**src/rtl/cfg_hdr_pkg.sv**
```systemverilog
package cfg_hdr_pkg;

    localparam int NUM_BARS  = 6;
    localparam int HDR_BYTES = 64;

    localparam logic [7:0] OFF_COMMAND = 8'h04;
    localparam logic [7:0] OFF_STATUS  = 8'h06;
    localparam logic [7:0] OFF_CLS     = 8'h0C;
    localparam logic [7:0] OFF_LAT     = 8'h0D;
    localparam logic [7:0] OFF_BAR0    = 8'h10;
    localparam logic [7:0] OFF_ROM     = 8'h30;
    localparam logic [7:0] OFF_INTLINE = 8'h3C;

    typedef enum logic [1:0] {
        SZ_BYTE,
        SZ_HALF,
        SZ_WORD,
        SZ_BAD
    } acc_sz_e;

    typedef struct packed {
        logic                cmd;
        logic                cls;
        logic                lat;
        logic                intl;
        logic                rom;
        logic [NUM_BARS-1:0] bar;
    } wr_act_t;

    function automatic acc_sz_e size_decode(input logic [2:0] sz);
        case (sz)
            3'd1:    return SZ_BYTE;
            3'd2:    return SZ_HALF;
            3'd4:    return SZ_WORD;
            default: return SZ_BAD;
        endcase
    endfunction

    function automatic logic [31:0] type_mask(input logic is_io);
        return is_io ? 32'h0000_0003 : 32'h0000_000F;
    endfunction

endpackage

```
**src/rtl/cfg_access_dec.sv**
```systemverilog
module cfg_access_dec
    import cfg_hdr_pkg::*;
(
    input  logic       rd,
    input  logic       wr,
    input  logic [7:0] addr,
    input  logic [2:0] size,
    output acc_sz_e    sz,
    output wr_act_t    act,
    output logic       err
);
    logic bad;
    logic reject;

    always_comb begin
        sz     = size_decode(size);
        bad    = (sz == SZ_BAD) || (addr >= 8'(HDR_BYTES)) || (rd && wr);
        reject = 1'b0;
        act    = '0;
        if (wr && !bad) begin
            case (sz)
                SZ_BYTE: begin
                    case (addr)
                        OFF_INTLINE: act.intl = 1'b1;
                        OFF_CLS:     act.cls  = 1'b1;
                        OFF_LAT:     act.lat  = 1'b1;
                        8'h08, 8'h09, 8'h0A, 8'h0B,
                        8'h3D, 8'h3E, 8'h3F: ;
                        default:     reject = 1'b1;
                    endcase
                end
                SZ_HALF: begin
                    case (addr)
                        OFF_COMMAND: act.cmd = 1'b1;
                        OFF_CLS:     act.cls = 1'b1;
                        OFF_STATUS:  ;
                        default:     reject = 1'b1;
                    endcase
                end
                SZ_WORD: begin
                    if (addr == OFF_COMMAND) act.cmd = 1'b1;
                    if (addr == OFF_ROM)     act.rom = 1'b1;
                    for (int i = 0; i < NUM_BARS; i++) begin
                        if (addr == OFF_BAR0 + 8'(4 * i)) act.bar[i] = 1'b1;
                    end
                end
                default: ;
            endcase
        end
        err = (rd || wr) && (bad || reject);
    end
endmodule

```
**src/rtl/cfg_bar_slot.sv**
```systemverilog
module cfg_bar_slot
    import cfg_hdr_pkg::*;
#(
    parameter logic [31:0] INIT_VAL = 32'h0,
    parameter logic [31:0] WIN_SIZE = 32'h0,
    parameter int          WIN_W    = 40,
    parameter logic [WIN_W-1:0] IO_BASE  = '0,
    parameter logic [WIN_W-1:0] MEM_BASE = '0
) (
    input  logic             clk,
    input  logic             rst,
    input  logic             wr_en,
    input  logic [31:0]      wdata,
    output logic [31:0]      bar_q,
    output logic             win_en,
    output logic [WIN_W-1:0] win_base,
    output logic             chg
);
    localparam logic             IS_IO = INIT_VAL[0];
    localparam logic [31:0]      TMASK = type_mask(IS_IO);
    localparam logic [WIN_W-1:0] SPACE = IS_IO ? IO_BASE : MEM_BASE;
    localparam logic [31:0]      PROBE = ~(WIN_SIZE - 32'd1) & ~TMASK;

    logic [31:0] addr_bits;
    logic        probe;

    always_comb begin
        addr_bits = wdata & ~TMASK;
        probe     = (wdata == 32'hFFFF_FFFF);
    end

    always_ff @(posedge clk) begin
        if (rst) begin
            bar_q    <= INIT_VAL;
            win_en   <= 1'b0;
            win_base <= '0;
            chg      <= 1'b0;
        end else begin
            chg <= 1'b0;
            if (wr_en) begin
                if (probe) begin
                    bar_q <= PROBE | (bar_q & TMASK);
                end else begin
                    bar_q <= addr_bits | (bar_q & TMASK);
                    if (addr_bits != 32'h0) begin
                        win_base <= WIN_W'(addr_bits) + SPACE;
                        win_en   <= 1'b1;
                        chg      <= 1'b1;
                    end
                end
            end
        end
    end
endmodule

```
**src/rtl/cfg_header_regs.sv**
```systemverilog
module cfg_header_regs
    import cfg_hdr_pkg::*;
#(
    parameter logic [15:0] VENDOR_ID  = 16'h1A2B,
    parameter logic [15:0] DEVICE_ID  = 16'h3C4D,
    parameter logic [7:0]  REV_ID     = 8'h03,
    parameter logic [23:0] CLASS_CODE = 24'h020000,
    parameter logic [15:0] STATUS_VAL = 16'h0290,
    parameter logic [7:0]  HDR_TYPE   = 8'h00,
    parameter logic [15:0] SUB_VENDOR = 16'h0000,
    parameter logic [15:0] SUB_ID     = 16'h0000,
    parameter logic [7:0]  INT_LINE   = 8'h0A,
    parameter logic [7:0]  INT_PIN    = 8'h01,
    parameter logic [7:0]  MIN_GNT    = 8'h04,
    parameter logic [7:0]  MAX_LAT    = 8'h08,
    parameter logic [31:0] ROM_INIT   = 32'h0,
    parameter logic [NUM_BARS*32-1:0] BAR_INIT =
        {32'h0, 32'h0, 32'h0, 32'h0000_0008, 32'h0000_0001, 32'h0000_0000},
    parameter logic [NUM_BARS*32-1:0] BAR_SIZE =
        {32'h0, 32'h0, 32'h0, 32'h0010_0000, 32'h0000_0100, 32'h0000_1000},
    parameter int          WIN_W      = 40,
    parameter logic [WIN_W-1:0] IO_BASE  = 40'h00_8000_0000,
    parameter logic [WIN_W-1:0] MEM_BASE = 40'h10_0000_0000
) (
    input  logic                      clk,
    input  logic                      rst,
    input  logic                      acc_rd,
    input  logic                      acc_wr,
    input  logic [7:0]                acc_addr,
    input  logic [2:0]                acc_size,
    input  logic [31:0]               acc_wdata,
    output logic                      rsp_valid,
    output logic                      rsp_err,
    output logic [31:0]               rsp_rdata,
    output logic                      range_chg,
    output logic [NUM_BARS-1:0]       win_en,
    output logic [NUM_BARS*WIN_W-1:0] win_base,
    output logic [NUM_BARS*32-1:0]    win_size
);
    acc_sz_e     sz;
    wr_act_t     act;
    logic        dec_err;
    logic [15:0] cmd_q;
    logic [7:0]  cls_q, lat_q, intl_q;
    logic [31:0] rom_q;
    logic [31:0] bar_q [NUM_BARS];
    logic [NUM_BARS-1:0] chg_vec;
    logic [7:0]  hdr [HDR_BYTES];
    logic [31:0] rdata_c;

    cfg_access_dec u_dec (
        .rd   (acc_rd),
        .wr   (acc_wr),
        .addr (acc_addr),
        .size (acc_size),
        .sz   (sz),
        .act  (act),
        .err  (dec_err)
    );

    for (genvar i = 0; i < NUM_BARS; i++) begin : g_bar
        cfg_bar_slot #(
            .INIT_VAL (BAR_INIT[i*32 +: 32]),
            .WIN_SIZE (BAR_SIZE[i*32 +: 32]),
            .WIN_W    (WIN_W),
            .IO_BASE  (IO_BASE),
            .MEM_BASE (MEM_BASE)
        ) u_slot (
            .clk      (clk),
            .rst      (rst),
            .wr_en    (act.bar[i]),
            .wdata    (acc_wdata),
            .bar_q    (bar_q[i]),
            .win_en   (win_en[i]),
            .win_base (win_base[i*WIN_W +: WIN_W]),
            .chg      (chg_vec[i])
        );
    end

    assign win_size  = BAR_SIZE;
    assign range_chg = |chg_vec;

    always_ff @(posedge clk) begin
        if (rst) begin
            cmd_q  <= 16'h0;
            cls_q  <= 8'h0;
            lat_q  <= 8'h0;
            intl_q <= INT_LINE;
            rom_q  <= ROM_INIT;
        end else begin
            if (act.cmd)  cmd_q  <= acc_wdata[15:0];
            if (act.cls)  cls_q  <= acc_wdata[7:0];
            if (act.lat)  lat_q  <= acc_wdata[7:0];
            if (act.intl) intl_q <= acc_wdata[7:0];
            if (act.rom)  rom_q  <= (acc_wdata == 32'hFFFF_FFFE) ? 32'hFFFF_FFFF : acc_wdata;
        end
    end

    always_comb begin
        for (int b = 0; b < HDR_BYTES; b++) hdr[b] = 8'h0;
        {hdr[1], hdr[0]}   = VENDOR_ID;
        {hdr[3], hdr[2]}   = DEVICE_ID;
        {hdr[5], hdr[4]}   = cmd_q;
        {hdr[7], hdr[6]}   = STATUS_VAL;
        hdr[8]             = REV_ID;
        {hdr[11], hdr[10], hdr[9]} = CLASS_CODE;
        hdr[12]            = cls_q;
        hdr[13]            = lat_q;
        hdr[14]            = HDR_TYPE;
        for (int i = 0; i < NUM_BARS; i++) begin
            for (int k = 0; k < 4; k++) hdr[16 + 4*i + k] = bar_q[i][8*k +: 8];
        end
        {hdr[45], hdr[44]} = SUB_VENDOR;
        {hdr[47], hdr[46]} = SUB_ID;
        {hdr[51], hdr[50], hdr[49], hdr[48]} = rom_q;
        hdr[60]            = intl_q;
        hdr[61]            = INT_PIN;
        hdr[62]            = MIN_GNT;
        hdr[63]            = MAX_LAT;
    end

    always_comb begin
        logic [6:0] idx;
        logic       lane_on;
        rdata_c = 32'h0;
        for (int k = 0; k < 4; k++) begin
            idx     = {1'b0, acc_addr[5:0]} + 7'(k);
            lane_on = (k == 0) || (k == 1 && sz != SZ_BYTE) || (k >= 2 && sz == SZ_WORD);
            if (lane_on && idx < 7'(HDR_BYTES)) rdata_c[8*k +: 8] = hdr[idx[5:0]];
        end
    end

    always_ff @(posedge clk) begin
        if (rst) begin
            rsp_valid <= 1'b0;
            rsp_err   <= 1'b0;
            rsp_rdata <= 32'h0;
        end else begin
            rsp_valid <= acc_rd || acc_wr;
            rsp_err   <= dec_err;
            rsp_rdata <= (acc_rd && !dec_err) ? rdata_c : 32'h0;
        end
    end
endmodule

```
**config.mk**
```make
export PLATFORM = sky130hd
export DESIGN_NAME = cfg_header_regs
export DESIGN_NICKNAME = d
export VERILOG_FILES = /design/src/rtl/cfg_hdr_pkg.sv /design/src/rtl/cfg_access_dec.sv /design/src/rtl/cfg_bar_slot.sv /design/src/rtl/cfg_header_regs.sv
export SDC_FILE = /design/constraint.sdc
export NUM_CORES = 1
export LEC_CHECK = 0
export BUFFER_PORTS_ARGS = -buffer_cell sky130_fd_sc_hd__buf_4
export CORE_MARGIN = 1.5
export CORE_UTILIZATION = 55
export DETAILED_ROUTE_END_ITERATION = 7
export PLACE_DENSITY = 0.79
export SYNTH_ARGS = -nofsm -noshare
export SYNTH_HDL_FRONTEND = slang
export SYNTH_SLANG_ARGS = --single-unit
```
**constraint.sdc**
```tcl
create_clock -name clk -period 3.6 [get_ports clk]
set_input_delay 0 -clock clk [delete_from_list [all_inputs] [get_ports clk]]
set_output_delay 0 -clock clk [all_outputs]
set_load 0.05 [all_outputs]
```
Word-level counts from Yosys, hierarchy flattened
Index checks and enable logic that the tools add are counted.

storage, ports and cells
  memories kept = 0
  latch bits = 0
  output and inout bits = 473
  ROM bits = 0
  RAM bits = 0
  flip-flop bits (word level) = 550

cells by class
  multipliers = 0
  mux-type cells = 43
  bitwise logic cells = 22
  magnitude comparators = 9
  shifts and indexed selects = 0
  equality and inequality tests = 27
  reductions and logical operators = 44
  divide/modulo/power cells = 0
  $add $sub $neg = 5

operator list
  operator                                                               count
  32-bit two-way mux                                                     7
  8-bit binary-select mux with 6-bit select                              4
  32-bit by 4-bit bitwise OR with 32-bit output                          5
  32-bit equality test, second input constant                            2
  8-bit two-way mux                                                      8
  32-bit nonzero test                                                    2
  8-bit by 6-bit equality test with 1-bit output, second input constant  7
  8-bit by 4-bit equality test with 1-bit output, second input constant  6
  32-bit by 37-bit adder with 38-bit output, second input constant       1
  32-bit by 32-bit adder with 33-bit output, second input constant       1
  8-bit by 5-bit equality test with 1-bit output, second input constant  4
  32-bit by 2-bit bitwise OR with 32-bit output                          1
  7-bit greater-or-equal comparator, second input constant               4
  6-bit inverter with 7-bit output                                       4
  7-bit < comparator, second input constant                              3
  1-bit two-way mux                                                      19
  3-bit AND reduction                                                    6
  3-bit OR reduction                                                     6
  8-bit by 3-bit equality test with 1-bit output, second input constant  2
  6-bit by 2-bit adder with 7-bit output, second input constant          2
  2-bit OR reduction                                                     7
  1-bit inverter                                                         12
  2-bit AND reduction                                                    6
  11-bit two-way mux                                                     1
  other kinds (19)                                                       30

Longest topological paths before layout
Gate-level depths: netlist (run 1).

  depth after elaboration = 14
  depth in mapped cells = 17
  depth with buffers taken out = 8

Cells and area by module
From an unflattened synthesis (run 1), not the netlist that was laid out.

unflattened totals
  cell total of the unflattened synthesis = 3226
  area total of the unflattened synthesis = 31069.8 um^2

modules (own cells, without submodules)
  module                               area each (um^2)  cells an instance  sequential area each (um^2)  instances
  cfg_header_regs                      14863.0           1414               2122.0                       1
  cfg_bar_slot at g_bar[3].u_slot ...  2815.2            297                1161.1                       3
  cfg_bar_slot at g_bar[1].u_slot      2593.7            305                1261.2                       1
  cfg_bar_slot at g_bar[0].u_slot      2484.9            283                1161.1                       1
  cfg_bar_slot at g_bar[2].u_slot      2328.5            276                1161.1                       1
  cfg_access_dec                       354.1             57                 0.0                          1

Least setup slack after synthesis (run 1)
OpenSTA, ideal clock, no wires.

  path type = input port to flip-flop
  start point = input port acc_addr[0]
  end point = register g_bar[4].u_slot.win_base[18]
  path slack = 0.535 ns
  arrival time = 2.938 ns
  stages = 16
  path buffers = 8
  cell sequence = buf_4 > buf_6 > inv_2 > buf_2 > buf_2 > buf_2 > ha_1 > nor4bb_1 > buf_2 > nand2_1 > nor3_2 > nand3_1 > buf_2 > buf_2 > a22oi_1 > nor2_1

on the way
  longest elaborated chain between the ends = 7
  elaborated cells on any way between the ends = 10

ends and longest elaborated chain
  what                                                          line                   source
  start: declaration                                            cfg_header_regs.sv:29  input logic [7:0] acc_addr,
  8-bit by 7-bit greater-or-equal comparator with 1-bit output  cfg_access_dec.sv:17   bad = (sz == SZ_BAD) || (addr >= 8'(HDR_BYTES)) || (rd && wr);
  1-bit logical OR (2 in series)                                cfg_access_dec.sv:17
  1-bit logical NOT                                             cfg_access_dec.sv:20   if (wr && !bad) begin
  1-bit logical AND                                             cfg_access_dec.sv:20
  11-bit two-way mux (*)                                        cfg_access_dec.sv:20
  3-bit AND reduction (no source line) (*)                      --
  end signal: assignment                                        cfg_bar_slot.sv:46     win_base <= WIN_W'(addr_bits) + SPACE;
  end: declaration                                              cfg_bar_slot.sv:16     output logic [WIN_W-1:0] win_base,

Every way passes the cells marked *; elsewhere a longest branch is shown, timed or not.
A chain may end at the register's enable or synchronous reset.

Worst setup path in the final report (run 1)
  start point = input port acc_addr[2]
  end point = register rsp_rdata[19]

on the way
  longest elaborated chain between the ends = 12
  elaborated cells on any way between the ends = 37

ends and longest elaborated chain
  what                                                                             line                    source
  branches (longest 12 deep; another with 6-bit by 2-bit adder with 7-bit output)  --
  end signal: assignment                                                           cfg_header_regs.sv:141  rsp_rdata <= (acc_rd && !dec_err) ? rdata_c : 32'h0;
  end: declaration                                                                 cfg_header_regs.sv:34   output logic [31:0] rsp_rdata,

Parallel ways; which one is timed is not known. The select of a mux whose other input is x is not followed.

==> summary.txt, run 1 <==
Peak Freq - 312 MHz
routed len/inst - 29.9 microns
Final min period - 3.21 ns
nets@finish - 3342
Synth top area share - 0.340
Detail Route Antenna Nets - 0
drt pass-1 iters - 8
largest net degree at the start of global routing - 182
RSZ-0062 raised after global routing - false
RePlAce Congestion - 1.15
# IOs - 520
PortBufs - 263
Post-synth EDFFs - 0
syn avg cell area - 8.71 sq um
Compound-Gate Fraction of Synth Area - 0.177
Clock Skews - 0.0152 ns
Cell Area, Synth - 0.0270 sq mm
Place WS - 0.395 ns
setup TNS - 0 ns
vias in the first global route - 24823
cell taking the most area after synthesis - dfxtp_1
final WL - 118 mm
Root Driver - clkbuf_16
initial antenna violation count - 6
Final setup viols - 0
worst slew pin tran - 1.59 ns
Synth Area in Simple Gates - 0.152
#FFs+latches synth - 459
CTS tree - yes
DR iter-0 viols - 3714
Reg clk slew, reported paths - 0.07 ns
row count - 80
MaxCap Viol Count - 1
grt total ovfl - 0
htree depth - 2
failing checks - DRC, capacitance limit, slew limit
core region area - 0.0480 sq mm
# clock sinks - 459
XOR/XNOR Fraction of Synth Area - 0.00714
largest family of logic cells by synthesized area - multiplexers
hold crit path type - input pin to flip-flop
Synth Flop Type - dfxtp_1
DR vias/cell - 6.68
Warnings, synthesis - 0
Final Cell Area - 0.0308 sq mm
Detail Placement HPWL - 81.5 mm
crit share post-route - 0.891
CP Class - input pin to flip-flop
# DRC - 1
hold_ws - 0.0223 ns
Syn Inst Count - 3098
Placement Cell Area - 0.0286 sq mm
Starting Density - 0.562
Pwr per Cell Area - 416 mW/mm^2
Setup crit end kind - flip-flop
# hold bufs at CTS - 43
sequential area share after synthesis - 0.340
Hold Vio Cnt, Final - 0
global-route wire length before repair - 168 mm
area delta synth->final - 14.1%
most frequent cells in the layout - 514 x nand2_1, 459 x dfxtp_1, 385 x buf_4
Post CTS Setup Buffer Count - 0
maximum root-to-sink buffer count - 3
layout cells sized above 1 - 0.216
Die Area - 0.0504 sq mm
Slew Viols, Final - 12
total CTS buffers - 48
asr flop ratio synth - 0
Arr. time, crit path - 3.67 ns
multiplexer share of the synthesized area - 0.193
crit path max fanout - 24
# resized after CTS - 0
die height - 225 microns
Yosys cell types - 83
Adder-Cell Fraction of Synth Area - 0.00371
all-layer global routing usage - 0.455
via count - 26355
Leakage - 11.9 nW
status - complete, but fails checks
worst setup margin - 0.394 ns
max_slew headroom - -0.0614
largest cells by area after synthesis - dfxtp_1 34%, mux4_2 12%, buf_4 8.1%
WP data required - 4.06 ns
Max IR drop VDD - 471 uV
Final Core Density - 0.641
most common cell after layout, fill and taps aside - nand2_1
CP Launch Type - input pin
chip width - 225 microns
worst skew pair latency - 0.62 ns
-- power by group --
group	internal, W	switching, W	total, W
Sequential	0.00508	0.00000167	0.00508
Clock	0.00321	0.00233	0.00553
Combinational	0.000489	0.00171	0.00220
Total	0.00877	0.00404	0.0128
-- area by class of cell --
cell class / instances / area (sq um)
Antenna cell: 3 / 7.51
Clock buffer: 60 / 1320
Multi-Input combinational cell: 2320 / 15500
Tap cell: 615 / 769
Clock inverter: 30 / 425
Sequential cell: 459 / 9190
Fill cell: 3904 / 17300
Timing Repair Buffer: 440 / 3550
Inverter: 18 / 67.6
-- flip-flops by register name (all words and copies together), names as in the netlist, 5 cells and up --
signal                 flops
g_bar.u_slot.win_base    172
g_bar.u_slot.bar_q       170
rom_q                     32
rsp_rdata                 32
cmd_q                     16
cls_q                      8
intl_q                     8
lat_q                      8
g_bar.u_slot.chg           6
g_bar.u_slot.win_en        5
-- critical path, stage by stage --
cell and delay (ns):
dlygate4sd3_1 0.54, buf_4 0.24, ha_2 0.88, nand2b_1 0.48, o22ai_1 0.14, a2111oi_0 0.49, nor2_1 0.10, a221oi_1 0.62
a211oi_1 0.13
-- Yosys cell counts, drive strengths merged, types with 34 or more instances --
| master | instances |
|---|---|
| mux4 | 148 |
| nor3 | 34 |
| nand2 | 514 |
| nor2 | 259 |
| buf | 399 |
| mux2 | 56 |
| a21oi | 317 |
| clkbuf | 156 |
| o21ai | 59 |
| dfxtp | 459 |
| nand3 | 54 |
| mux2i | 122 |
| a22oi | 165 |
| a221oi | 42 |
-- kinds of logic (layout without fill, tap and decap cells) --
kind of cell,after synthesis,count (layout)
and+or+nand+nor,966,966
AOI/OAI and AO/OA,742,742
other,2,259
xor gates and xnor gates,22,22
adders and majority gates,8,8
buffers and inverters,573,548
DFF,459,459
muxes,326,326
-- metrics by stage --
stage | instances | power [W]
2_1_floorplan | 3352 | 0.00684
3_3_place_gp | 3809 | 0.00727
3_5_place_dp | 3809 | 0.00727
4_1_cts | 3942 | 0.0127
5_1_grt | 3943 | 0.0130
6_report | 3945 | 0.0128
-- final timing paths --
path | startpoint | slack, ns | cells after the start | end
max | acc_addr[2] | 0.39 | 9 | rsp_rdata[19]
min | acc_addr[0] | 0.02 | 5 | rsp_rdata[10]
max reg2reg | g_bar[0].u_slot.bar_q[8] | 1.23 | 6 | rsp_rdata[0]
min reg2reg | g_bar[3].u_slot.win_base[8] | 0.46 | 2 | g_bar[3].u_slot.win_base[8]
-- per-layer routing --
metal | up-vias | global-route usage | wire length, microns
li1 | 11003 | - | -
met1 | 12708 | 0.574 | 41900
met2 | 2195 | 0.669 | 50700
met3 | 439 | 0.171 | 17800
met4 | 10 | 0.258 | 7680
met5 | - | 0 | 65
(Power assumes the default switching activity.)
==> inputs of run 2 (changes only) <==
Settings changed: RECOVER_POWER set to 25.
==> run 2 against run 1 <==
  * The run ends with capacitance limit, slew limit left
  * Register-to-register slack hardly changed
  * Setup slack worse by 0.038 ns
  * Highest routed layer unchanged
  * Global-route usage unchanged
  * Critical path type unchanged
  * Combinational power about the same
==> summary.txt, run 2 (same netlist as run 1, synthesis figures left out) <==
status - complete, but fails checks
failing checks - capacitance limit, slew limit
placed cell count - 3809
chip width - 225 microns
PortBufs - 263
Worst path max stage delay - 0.88 ns
fin cells - 3944
setup TNS - 0 ns
worst hold path endpoint - rsp_rdata[10]
CTS tree - yes
Sw Share - 0.315
WP data required - 4.03 ns
total CTS buffers - 48
hold_sp - acc_addr[0]
initial antenna violation count - 6
Hold Vio Cnt, Final - 0
flop-to-flop setup slack - 1.24 ns
routed len/inst - 29.9 microns
crit share post-route - 0.901
layout cells sized above 1 - 0.165
RePlAce Congestion - 1.15
Detail Placement HPWL - 81.5 mm
RR Endpoint - rsp_rdata[0]
Comb power frac - 0.172
launch point of the worst reg-to-reg path - g_bar[0].u_slot.bar_q[8]
Arr. time, crit path - 3.68 ns
# DRC - 0
DR iter-0 viols - 3780
Die Area - 0.0504 sq mm
Detail Route Antenna Nets - 0
Starting Density - 0.562
Slew Viols, Final - 12
grt total ovfl - 0
global-route wire length before repair - 168 mm
hold depth - 5
largest registers - g_bar.u_slot.win_base (172), g_bar.u_slot.bar_q (170)
Peak Freq - 308 MHz
Final Core Density - 0.628
Critical Path Most Common Cell - buf_4
all-layer global routing usage - 0.455
# clock sinks - 459
switching power total - 0.00403 W
Pwr per Cell Area - 425 mW/mm^2
Max IR drop VDD - 474 uV
Final min period - 3.24 ns
DR vias/cell - 6.69
final WL - 118 mm
drt pass-1 iters - 6
worst skew pair latency - 0.62 ns
RSZ-0062 raised after global routing - false
die height - 225 microns
crit path cell chain - dlygate4sd3_1 -> buf_4 -> ha_2 -> buf_4 -> buf_4 -> a21oi_1 -> nor2_1 -> o21a_1 -> o21a_1 -> o21ai_0 -> a2111oi_0
most frequent cells in the layout - 514 x nand2_1, 459 x dfxtp_1, 316 x a21oi_1
# IOs - 520
crit path max fanout - 24
Clock Skews - 0.0169 ns
largest register by flop count - g_bar.u_slot.win_base
internal power - 0.00877 W
largest net degree at the start of global routing - 182
nets@finish - 3342
row count - 80
CP Class - input pin to flip-flop
Slowest cell on crit path - ha_2
# resized after CTS - 0
most common cell after layout, fill and taps aside - nand2_1
via count - 26403
Clk pwr share - 0.432
Reg power frac - 0.397
htree depth - 2
core region area - 0.0480 sq mm
vias in the first global route - 24823
CP Launch Type - input pin
worst slew pin tran - 1.59 ns
Fillers - 4141
max_slew headroom - -0.0640
Reg clk slew, reported paths - 0.06 ns
Root Driver - clkbuf_16
max reg flops - 172
# hold bufs at CTS - 43
Setup crit end kind - flip-flop
Post CTS Setup Buffer Count - 0
maximum root-to-sink buffer count - 3
Worst R2R Path Depth - 6
hold crit path type - input pin to flip-flop
area delta synth->final - 11.7%
MaxCap Viol Count - 1
Leakage - 11.2 nW
Final setup viols - 0
==> run 2: power by group through the flow <==
stage,logic (W),registers (W),clock network [W]
2_1_floorplan,0.00164,0.00520,0
3_3_place_gp,0.00208,0.00520,0
3_5_place_dp,0.00207,0.00520,0
4_1_cts,0.00212,0.00508,0.00551
5_1_grt,0.00223,0.00508,0.00574
6_report,0.00220,0.00508,0.00553
==> run 2: per-stage QoR <==
stage / setup WS, ns / hold slack, ns / area, sq um / power (W)
final: 0.356 / 0.0253 / 30100 / 0.0128
after global routing: 0.344 / 0.0470 / 30100 / 0.0130
after CTS: 0.477 / 0.0120 / 30800 / 0.0127
after detailed placement: 0.395 / 0.293 / 28600 / 0.00727
after global placement: 0.443 / 0.278 / 28600 / 0.00727
after floorplan: 0.535 / 0.125 / 27900 / 0.00684
==> run 2: final cells by class <==
class	count	area, sq um	share of cell area
Clock inverter	30	425	0.0141
Clock buffer	60	1320	0.0437
Sequential cell	459	9190	0.305
Antenna cell	2	5.00	0.000166
Timing Repair Buffer	440	2920	0.0967
Tap cell	615	769	0.0255
Inverter	18	67.6	0.00224
Multi-Input combinational cell	2320	15500	0.513
==> run 2: critical path, delay by kind of cell <==
kind / cells / cell delay (ns)
AOI/OAI and AO/OA: 5 / 1.26
adders and majority gates: 1 / 0.88
buffers and inverters: 4 / 1.32
and+or+nand+nor: 1 / 0.18
==> run 2: layer usage <==
metal,routed length (microns),share of wire,GRT usage
met1,41900,0.36,0.574
met2,50600,0.43,0.669
met3,17900,0.15,0.171
met4,7550,0.064,0.258
met5,47,0.00040,0
==> run 2: how the worst max path moves through the flow <==
stage / startpoint / end / depth (start not counted)
floorplan: acc_addr[0] / g_bar[4].u_slot.win_base[18] / 16
global placement: acc_addr[2] / rsp_rdata[21] / 8
detailed placement: acc_addr[2] / rsp_rdata[21] / 8
CTS: acc_addr[2] / rsp_rdata[21] / 9
global route: acc_addr[2] / rsp_rdata[19] / 9
finish: acc_addr[2] / rsp_rdata[20] / 11
